## src/rtl/srl_pkg.sv

```systemverilog
package srl_pkg;
  localparam int DATA_W = 8;
  localparam int SEL_W  = 3;
  localparam int CNT_W  = (1 << SEL_W) - 1 + 2;
  localparam int NSRC   = 4;
  localparam int NSIDE  = 2;

  typedef struct packed {
    logic             glob_en;
    logic [SEL_W-1:0] div_sel;
    logic             q_en;
    logic             qn_en;
    logic             sw_set;
    logic             sw_clr;
  } ctl_a_t;

  typedef struct packed {
    logic pin_set;
    logic tick_set;
    logic c2_set;
    logic c1_set;
    logic pin_clr;
    logic tick_clr;
    logic c2_clr;
    logic c1_clr;
  } ctl_b_t;

  function automatic logic [CNT_W-1:0] tick_mask(input logic [SEL_W-1:0] sel);
    logic [SEL_W:0] sh;
    sh = {1'b0, sel} + (SEL_W+1)'(2);
    return (CNT_W'(1) << sh) - CNT_W'(1);
  endfunction

  function automatic logic side_request(input logic [NSRC-1:0] src,
                                        input logic [NSRC-1:0] en,
                                        input logic sw);
    return (|(src & en)) | sw;
  endfunction

  function automatic logic next_state(input logic cur, input logic s, input logic r);
    if (r)      return 1'b0;
    else if (s) return 1'b1;
    else        return cur;
  endfunction
endpackage

```

## src/rtl/srl_regs.sv

```systemverilog
module srl_regs
  import srl_pkg::*;
(
  input  logic              clk,
  input  logic              rst,
  input  logic              wr,
  input  logic              addr,
  input  logic [DATA_W-1:0] wdata,
  output ctl_a_t            ctl_a,
  output ctl_b_t            ctl_b,
  output logic [DATA_W-1:0] rdata
);
  always_ff @(posedge clk) begin
    if (rst) begin
      ctl_a <= '0;
      ctl_b <= '0;
    end else begin
      ctl_a.sw_set <= 1'b0;
      ctl_a.sw_clr <= 1'b0;
      if (wr) begin
        if (!addr) ctl_a <= ctl_a_t'(wdata);
        else       ctl_b <= ctl_b_t'(wdata);
      end
    end
  end

  always_comb begin
    if (addr) rdata = DATA_W'(ctl_b);
    else      rdata = {DATA_W'(ctl_a) & ~DATA_W'(3)};
  end
endmodule

```

## src/rtl/srl_tick_gen.sv

```systemverilog
module srl_tick_gen
  import srl_pkg::*;
(
  input  logic             clk,
  input  logic             rst,
  input  logic [SEL_W-1:0] sel,
  output logic             tick
);
  logic [CNT_W-1:0] cnt;
  logic [CNT_W-1:0] mask;

  always_ff @(posedge clk) begin
    if (rst) cnt <= '0;
    else     cnt <= cnt + CNT_W'(1);
  end

  assign mask = tick_mask(sel);
  assign tick = ((cnt & mask) == mask);
endmodule

```

## src/rtl/srl_core.sv

```systemverilog
module srl_core
  import srl_pkg::*;
(
  input  logic   clk,
  input  logic   rst,
  input  ctl_b_t ctl_b,
  input  logic   sw_set,
  input  logic   sw_clr,
  input  logic   pin,
  input  logic   cmp1,
  input  logic   cmp2,
  input  logic   tick,
  output logic   eff_set,
  output logic   eff_clr,
  output logic   state
);
  logic [NSRC-1:0]             src;
  logic [NSIDE-1:0][NSRC-1:0]  en;
  logic [NSIDE-1:0]            sw;
  logic [NSIDE-1:0]            req;

  assign src   = {pin, tick, cmp2, cmp1};
  assign en[0] = {ctl_b.pin_set, ctl_b.tick_set, ctl_b.c2_set, ctl_b.c1_set};
  assign en[1] = {ctl_b.pin_clr, ctl_b.tick_clr, ctl_b.c2_clr, ctl_b.c1_clr};
  assign sw    = {sw_clr, sw_set};

  for (genvar g = 0; g < NSIDE; g++) begin : g_side
    assign req[g] = side_request(src, en[g], sw[g]);
  end

  assign eff_set = req[0];
  assign eff_clr = req[1];

  always_ff @(posedge clk) begin
    if (rst) state <= 1'b0;
    else     state <= next_state(state, eff_set, eff_clr);
  end
endmodule

```

## src/rtl/srl_top.sv

```systemverilog
module srl_top
  import srl_pkg::*;
(
  input  logic              clk,
  input  logic              rst,
  input  logic              bus_wr,
  input  logic              bus_addr,
  input  logic [DATA_W-1:0] bus_wdata,
  output logic [DATA_W-1:0] bus_rdata,
  input  logic              pin_in,
  input  logic              cmp1_in,
  input  logic              cmp2_in,
  output logic              q_out,
  output logic              qn_out
);
  ctl_a_t ctl_a;
  ctl_b_t ctl_b;
  logic   tick_pulse;
  logic   eff_set;
  logic   eff_clr;
  logic   latch_q;
  logic   glob_en;

  srl_regs u_regs (
    .clk   (clk),
    .rst   (rst),
    .wr    (bus_wr),
    .addr  (bus_addr),
    .wdata (bus_wdata),
    .ctl_a (ctl_a),
    .ctl_b (ctl_b),
    .rdata (bus_rdata)
  );

  srl_tick_gen u_tick (
    .clk  (clk),
    .rst  (rst),
    .sel  (ctl_a.div_sel),
    .tick (tick_pulse)
  );

  srl_core u_core (
    .clk     (clk),
    .rst     (rst),
    .ctl_b   (ctl_b),
    .sw_set  (ctl_a.sw_set),
    .sw_clr  (ctl_a.sw_clr),
    .pin     (pin_in),
    .cmp1    (cmp1_in),
    .cmp2    (cmp2_in),
    .tick    (tick_pulse),
    .eff_set (eff_set),
    .eff_clr (eff_clr),
    .state   (latch_q)
  );

  assign glob_en = ctl_a.glob_en;
  assign q_out   = glob_en & ctl_a.q_en  &  latch_q;
  assign qn_out  = glob_en & ctl_a.qn_en & ~latch_q;
endmodule

```

## config.mk

```make
export PLATFORM = sky130hd
export DESIGN_NAME = srl_top
export DESIGN_NICKNAME = d
export VERILOG_FILES = /design/src/rtl/srl_pkg.sv /design/src/rtl/srl_regs.sv /design/src/rtl/srl_tick_gen.sv /design/src/rtl/srl_core.sv /design/src/rtl/srl_top.sv
export SDC_FILE = /design/constraint.sdc
export NUM_CORES = 1
export LEC_CHECK = 0
export BUFFER_PORTS_ARGS = -buffer_cell sky130_fd_sc_hd__buf_2
export CORE_UTILIZATION = 56
export CTS_BUF_LIST = sky130_fd_sc_hd__clkbuf_4
export DETAILED_ROUTE_END_ITERATION = 8
export PLACE_DENSITY = 0.76
export SETUP_SLACK_MARGIN = 0.4
export SLEW_MARGIN = 10
export SYNTH_ARGS = -nofsm -noshare
export SYNTH_HDL_FRONTEND = slang
export SYNTH_SLANG_ARGS = --single-unit
```

## constraint.sdc

```tcl
create_clock -name clk -period 3.35 [get_ports clk]
set_input_delay 0.1675 -clock clk [delete_from_list [all_inputs] [get_ports clk]]
set_output_delay 0.1675 -clock clk [all_outputs]
set_load 0.02 [all_outputs]
```

==> metrics list <==
* Status: complete, no violations
- Core area: 2210 µm²
- Root buffer selected by CTS: clkbuf_4
- Setup Viol. Count Final: 0
- At the worst endpoint, the required time is 3.61 ns.
- Clock sinks: 26
- The worst path uses 78.1% of the clock period.
* Layout Area Growth over Synthesis: 11.8%
- Post-layout net count: 205
- The worst register-to-register path begins at u_regs.ctl_a[5].
* Wirelength, routed: 2.81 mm
* Number of distinct library cell variants in the gate-level netlist after synthesis: 33
* R2R depth: 10
* Total congestion overflow: 0
* Total CTS buffers: 3
* Reported max-cap violation count: 0
- Achievable frequency: 382 MHz
- Antenna violations before repair: 0
* Startpoint of the most critical hold path: bus_wdata[7]
* Routability congestion estimate from global placement: 0.805
- In this run, synthesis inferred 0 flip-flops with an integrated enable.
* Die Footprint: 2560 µm²
- Static leakage: 0.588 nW
* Gate count of the mapped netlist: 160
- The worst path needs 2.61 ns of the cycle, external delays included.
- Worst flop-to-flop path endpoint: u_core.state
* Iteration-0 DRC Markers: 24
- Number of input and output port buffers inserted: 24
- OpenSTA, run right after detailed placement, puts the worst setup slack at 0.661 ns.
* Largest net degree at the start of global routing: 27
- Area of the mapped netlist: 1320 µm²
- The number of antenna diodes in the final layout is 0.
- Sequential element share of the synthesized area: 39.4%
* Area share of the leading cell type in the synthesized netlist: 39.4%
- Starting Density: 59.7%
- Capture endpoint of the worst hold path: u_regs.ctl_a[7]
- The die is 50.6 µm wide.
- Kind of path behind the tightest hold check: input pin to flip-flop
- Cell types with the highest counts after synthesis: 27 x nand2_1, 26 x dfxtp_1, 17 x a21oi_1
- Summed over all nets, the half-perimeter wirelength after detailed placement is 2.06 mm.
- The hold violation count in the final report was 0.
- Dividing total power by cell area gives a power density of 375 nW/µm².
- After detailed routing, the number of vias per cell comes to 5.72.
- In the final routed layout, each cell accounts on average for 13.4 µm.
* Total via count in the routed design: 1,196
- Nature of the critical path startpoint: flip-flop
* Die Ht: 50.6 µm
- Number of levels the H-tree was split into: 1
* Wire length of the first global-routing pass: 4.81 mm
* Unrepaired setup endpoints after global routing: no
- The via count of the first global-routing pass came to 1,071.
* Highest fanout seen on the critical path: 12
- Library cell with the highest instance count after synthesis: nand2_1
- The later pin in the worst-skew pair is clocked with a latency of 0.32 ns.
- Yosys synthesis warning count: 0
- Layout fillers: 203
- Maximum buffer depth of the clock tree: 2
- Final worst-path setup slack: 0.735 ns
- The detail route stage leaves a number of antenna-violating nets equal to 0.
* Primary FF master, synth: dfxtp_1
* Count of boundary I/O pins: 25
- Post-synth net total: 183
- Across the VDD grid, the largest voltage drop is 328 µV.
* Startpoint-to-endpoint class of the critical path: flip-flop to flip-flop
* Cell depth of the worst min-delay path: 3
- Worst setup EP type: flip-flop
- Headroom to the max-slew limit: 66.2%
* Average footprint of a synthesized cell: 8.25 µm²
- Final Max Slew Viols: 0
* Synthesis-stage register bit count: 26
- GR Util All Layers: 25.2%
- Slew @ Worst Pin: 0.494 ns
- The setup check on the worst reg-to-reg path leaves a slack of 0.74 ns.
- In this run the worst setup path begins at u_regs.ctl_a[5].
- Total power for the finished layout comes to 0.554 mW.
- Of all cell types, the one taking the most synthesized area is dfxtp_1.
* Clock skew: 0.00902 ns
- The first detailed-routing pass took 4 iterations.
* Placement Rows: 17
- TritonCTS built the clock tree.
- In the routed design, unresolved DRC markers number 0.
- In the final layout, the share of cells above drive strength 1 is 18.2%.
- After synthesis, the cell types taking the most area are dfxtp_1 39%, nand2_1 7.7%, ha_1 7.6%.
- After clock tree synthesis, the clock-pin slew on the worst setup and hold paths is 0.14 ns.
- Summed over all failing endpoints, the final setup total negative slack is 0 ns.
- FFs w/ async S/R, synth: 0%
* Arrival time at the worst endpoint: 2.87 ns
## cell usage in the layout (no fill, tap or decap), drive strengths merged, types with 3 or more instances in the layout
master and n:
mux2 4, o21ai 6, o22ai 3, nor2b 3, buf 24, nand3 13
dfxtp 26, a21oi 17, xnor2 4, xor2 4, ha 8, nand2 27
nor2 11, inv 4, clkbuf 3
## cells by family (layout without fill, tap and decap cells)
logic type	after synthesis	in the layout	share of synthesized area, %
flops	26	26	39.4
fa+ha+maj	8	8	7.58
buf+inv	11	32	3.13
simple gates	69	69	25.4
mux	4	4	3.41
xor+xnor	8	8	5.31
compound gates	34	34	15.7
## worst max-delay path by stage
stage	end	slack, ns	cells after the start
final	u_core.state	0.74	10
after global routing	u_core.state	0.52	10
after CTS	u_core.state	0.59	10
after detailed placement	u_core.state	0.66	10
after global placement	u_core.state	0.75	9
after floorplan	u_core.state	0.84	9
## registers in the layout, indices dropped and copies added, names as in the netlist
register and cells:
u_regs.ctl_b 8, u_regs.ctl_a 8, u_core.state 1, u_tick.cnt 9
## cell type report
class	instances	area [µm²]	share of cell area [%]
sequential	26	522	35.3
multi-input combinational	123	758	51.4
inverter	4	15.0	1.02
tap	28	35.0	2.37
clock buffer	3	22.5	1.53
clock inverter	1	3.75	0.254
timing repair buffer	24	120	8.14
## per-layer routing
layer / vias to the layer above / part of all wire [%] / global-route usage [%]
li1: 603 / - / -
met3: 5 / 3.7 / 3.64
met2: 25 / 45 / 40.0
met1: 563 / 49 / 34.4
met4: 0 / 1.4 / 9.72
met5: - / 0 / 0
## repair_timing
| item | 4_1_cts | 5_1_grt |
|---|---|---|
| gates resized for setup | 0 | 1 |
| buffers inserted | 0 | 0 |
| hold endpoints to repair | 0 | 0 |
| hold buffers | 0 | 0 |
| endpoints found under the setup margin | 0 | 1 |
## per-stage QoR
step                cells  cell area [µm²]  hold WS [ns]  util [%]
floorplan             160             1320         0.303         -
global placement      205             1450         0.419      65.5
detailed placement    205             1450         0.431      65.5
CTS                   209             1480        0.0739      66.7
global route          209             1480        0.0756      66.7
finish                209             1480        0.0776      66.7
## worst max-delay path: stages, from the launching register on
cell	delay, ns
dfxtp_2	0.47
inv_1	0.11
ha_1	0.35
nor2_1	0.15
nand3b_1	0.13
ha_1	0.26
nor2_1	0.16
a2111o_1	0.13
a21oi_1	0.07
or4_1	0.54
a211oi_2	0.19
## power by group
| part | leakage, nW | switching [mW] | total, mW | internal, mW |
|---|---|---|---|---|
| Combinational | 0.361 | 0.0492 | 0.0847 | 0.0355 |
| Clock | 0.0154 | 0.0913 | 0.135 | 0.0437 |
| Sequential | 0.212 | 0.0127 | 0.335 | 0.322 |
| Total | 0.588 | 0.153 | 0.554 | 0.401 |
Power figures use the tool's default switching activity.
